==> src/rtl/lsc_cmp_pipe.sv <==
module lsc_cmp_pipe #(
  parameter int W   = 8,
  parameter int LAT = 2
) (
  input  logic         clk,
  input  logic         rst_n,
  input  logic         en_i,
  input  logic         flush_i,
  input  logic [W-1:0] core_out_i,
  input  logic [W-1:0] core_oe_i,
  input  logic [W-1:0] pad_in_i,
  output logic         mis_now_o,
  output logic         mis_late_o
);
  function automatic logic differs_f(logic [W-1:0] mine, logic [W-1:0] seen,
                                     logic [W-1:0] mask);
    return |((mine ^ seen) & mask);
  endfunction

  logic [LAT-1:0] stage_q;

  assign mis_now_o = differs_f(core_out_i, pad_in_i, core_oe_i);

  generate
    if (LAT == 1) begin : g_one
      always_ff @(posedge clk) begin
        if (!rst_n || flush_i) stage_q <= '0;
        else                   stage_q <= en_i & mis_now_o;
      end
    end else begin : g_many
      always_ff @(posedge clk) begin
        if (!rst_n || flush_i) stage_q <= '0;
        else                   stage_q <= {stage_q[LAT-2:0], en_i & mis_now_o};
      end
    end
  endgenerate

  assign mis_late_o = stage_q[LAT-1];
endmodule

==> config.mk <==
export PLATFORM = sky130hd
export DESIGN_NAME = lsc_cmp_pipe
export DESIGN_NICKNAME = d
export VERILOG_FILES = /design/src/rtl/lsc_cmp_pipe.sv
export SDC_FILE = /design/constraint.sdc
export NUM_CORES = 1
export LEC_CHECK = 0
export ABC_AREA = 1
export BUFFER_PORTS_ARGS = -buffer_cell sky130_fd_sc_hd__buf_2
export CORE_AREA = 2 2 39 41
export CTS_BUF_LIST = sky130_fd_sc_hd__clkbuf_4 sky130_fd_sc_hd__clkbuf_8
export DETAILED_ROUTE_END_ITERATION = 8
export DIE_AREA = 0 0 41 43
export PLACE_DENSITY = 0.61
export SYNTH_ARGS = -nofsm -noshare
export SYNTH_HDL_FRONTEND = slang
export SYNTH_SLANG_ARGS = --single-unit
==> constraint.sdc <==
create_clock -name clk -period 1.25 [get_ports clk]
set_input_delay 0.0625 -clock clk [delete_from_list [all_inputs] [get_ports clk]]
set_output_delay 0.0625 -clock clk [all_outputs]
set_load 0.005 [all_outputs]
**Yosys cells after proc, flatten, opt, wreduce, memory -nomap -nowiden**

Cells that the tools add are included.

- Bits in registers: 2
- Input bits: 28
- Output and inout port bits: 2
- Word-level logic and storage cells: 7

- Bitwise logic cells: 3
- Reductions and logical operators: 3

Operators by type and width:

| cell | count |
|---|---|
| 8-bit bitwise AND | 1 |
| 8-bit OR reduction | 1 |
| 8-bit bitwise XOR | 1 |
| 1-bit bitwise AND | 1 |
| 1-bit logical NOT | 1 |
| 1-bit logical OR | 1 |

**Logic depth before layout (Yosys ltp)**

- Depth in word-level cells: 4
- Gate-level depth with buffers: 6
- Gate-level depth less buffers: 6

**Worst setup path before layout**

No wires, ideal clock.

- Path type: register to register
- From: register stage_q[0]
- To: register stage_q[1]
- Setup time: 116 ps
- Arrival time: 424 ps
- Path slack: 711 ps
- Stages on the path, launching flop included: 2
- Period minus slack after synthesis: 539 ps
- Cells stage by stage: dfxtp_1 and3_1

RTL lines:

| element | RTL line | source |
|---|---|---|
| start, declared | 20 | `logic [LAT-1:0] stage_q;` |
| start signal, assigned | 33 | `else stage_q <= {stage_q[LAT-2:0], en_i & mis_now_o};` |

No word-level cell between the ends.

**Worst setup path after layout**

- From: input port core_out_i[7]
- To: output port mis_now_o

- Word-level cells in the longest chain between the ends: 3

Ends and longest elaborated chain:

| element | RTL line | source |
|---|---|---|
| start, declared | 9 | `input logic [W-1:0] core_out_i,` |
| 8-bit bitwise XOR | 17 | `return \|((mine ^ seen) & mask);` |
| 8-bit bitwise AND | 17 |  |
| 8-bit OR reduction | 17 |  |
| end, declared | 12 | `output logic mis_now_o,` |

No other way between the ends.

==> metrics.csv <==
metric,value,unit
outcome,"finished, final reports clean",
syn-instance-count,53,
maxSlewViolCount,0,
htreeDepth,1,
core_area,1380,sq um
relSlewSlack,90.7,%
setup-violations-final,0,
design_area,434,sq um
drt_iter0_drc,3,
grt_pass1_vias,325,
cts_root_buf,clkbuf_4,
placed_area,412,sq um
slowest_stage,nor2_1,
switchingPower,0.0791,mW
initial_core_util,17.8,%
max-clock-path-buffers,2,
final_cell_mix,"buf_2, nand2_1, inv_1",
antenna_found_initial,0,
die_y,43,um
cp.buffers_inverters,3,
finalNetCount,115,
grt_overflow,0,
wl_per_cell,6.28,um
cts-hold-fix-buffers,0,
cts.sinks,2,
grt_setup_unrepaired,false,
worst_pin_slew,140,ps
power_frac_clock,47.2,%
fillers,161,
regMostFlops,stage_q,
swShare,26.2,%
path_common_cell,nand2_1,
fin_setup_tns,0,ps
rr_startpoint,stage_q[0]$_SDFF_PP0_,
wl,634,um
crit_type,input pin to output pin,
endpoint,mis_now_o,
max_stage_delay,140,ps
p_int,0.223,mW
numCtsBuffers,3,
hp-class,input pin to register,
hold_viol,0,
period_needed,758,ps
ir_drop,0.000236,V
worst_ep_arrival_time,700,ps
worst-path-stages,8,
largest_register_ffs,2,
core.rowCount,14,
post-route-drc-count,0,
die_w,41,um
clk_pin_slew,30,ps
portBuffers,29,
dp_hpwl,561,um
reg_top3,stage_q: 2 flops,
synth_seq_cells,2,
cts_resized,0,
layout_commonest_cell,buf_2,
p_seq_share,22.1,%
die-area,1760,sq um
io-pin-count,30,
skew,5.20,ps
postCtsSetupBuffers,0,
gp_congestion,0.515,
vias,382,
grt_pass1_wl,1040,um
required,1190,ps
crit_chain,buf_2 > inv_1 > nand2_1 > nand3_1 > nand2_1 > nor2_1 > nand2_1 > buf_2,
clk_latency,230,ps
max_freq,1320,MHz
crit_family,simple AND/OR/NAND/NOR gates,
r2r_setup_slack,700,ps
yosys_warnings,0,
viasPerCell,3.78,
combPwrFrac,30.8,%
powerDensity,696,nW/um^2
cp-end-kind,output pin,
fin_crit_sh,60.6,%
syn_avg_cell_area,4.65,sq um
grt_max_degree,3,
synth.net_count,81,
synth_area,246,sq um
cp-start-kind,input pin,
drtAntennaViolNets,0,
ys_types,7,
layout-drive-gt1-share,37.6,%
cap_viol_max_count,0,
crit_start,core_out_i[7],
diodes,0,
ys_seq_area_share,16.2,%
critPathMaxFanout,2,
track_usage,8.30,%
r2r_end,stage_q[1]$_SDFF_PP0_,
cellLeakagePower,0.317,nW
cts_tree,done,
ff2ff_path_depth,1,
drt_first_pass_iters,4,
area_growth_syn_to_layout,76.1,%
logic make-up after synthesis:
| kind of cell | share of synthesized area, % |
|---|---|
| buffers and inverters | 25.9 |
| AOI/OAI and AO/OA | 2.03 |
| and+or+nand+nor | 55.8 |
| DFF | 16.2 |
tightest hold or removal path: stages:
cell	delay (ps)
buf_2	100
nand3_1	70
a21oi_1	40
per-layer routing:
metal  vias up  share of wire (%)  track usage, %
met5         -                  0               0
met4         0                  0            2.00
met1       144                 42            8.89
met3         0                 10            3.14
met2        19                 48            14.4
li1        219                  -               -
power by group through the flow:
| stage | clock [mW] | combinational [mW] | sequential [mW] |
|---|---|---|---|
| after floorplan | 0 | 0.0409 | 0.0675 |
| after global placement | 0 | 0.0918 | 0.0674 |
| after detailed placement | 0 | 0.0946 | 0.0675 |
| after CTS | 0.148 | 0.0951 | 0.0667 |
| after global routing | 0.154 | 0.110 | 0.0669 |
| final | 0.143 | 0.0930 | 0.0667 |
per-stage QoR:
| step | power (mW) | instances | hold slack, ps | setup WS (ps) | utilization (%) |
|---|---|---|---|---|---|
| 2_1_floorplan | 0.108 | 53 | 203 | 711 | - |
| 3_3_place_gp | 0.159 | 98 | 312 | 482 | 29.7 |
| 3_5_place_dp | 0.162 | 98 | 314 | 471 | 29.7 |
| 4_1_cts | 0.310 | 101 | 93.3 | 470 | 31.4 |
| 5_1_grt | 0.331 | 101 | 101 | 395 | 31.4 |
| 6_report | 0.302 | 101 | 97.9 | 492 | 31.4 |
synthesized netlist by cell type, drive strengths merged:
master	n	area [sq um]
inv	17	63.8
dfxtp	2	40.0
nor2	2	7.51
a21oi	1	5.00
nand3	9	45.0
nand2	21	78.8
and3	1	6.26
layout make-up:
type                       count  area [sq um]  share of cell area [%]
clock buffer                   3          22.5                    5.19
multi-input combinational     34           143                    32.9
tap                           16          20.0                    4.61
sequential                     2          40.0                    9.22
timing repair buffer          29           145                    33.4
inverter                      17          63.8                    14.7
how the worst min path moves through the flow:
stage | slack (ps) | cells past startpoint | startpoint | to
global placement | 310 | 2 | rst_n | stage_q[1]$_SDFF_PP0_
CTS | 90 | 2 | rst_n | stage_q[1]$_SDFF_PP0_
floorplan | 200 | 2 | rst_n | stage_q[0]$_SDFF_PP0_
detailed placement | 310 | 2 | rst_n | stage_q[1]$_SDFF_PP0_
global route | 100 | 3 | en_i | stage_q[0]$_SDFF_PP0_
finish | 100 | 3 | en_i | stage_q[0]$_SDFF_PP0_
(Power assumes the default switching activity.)
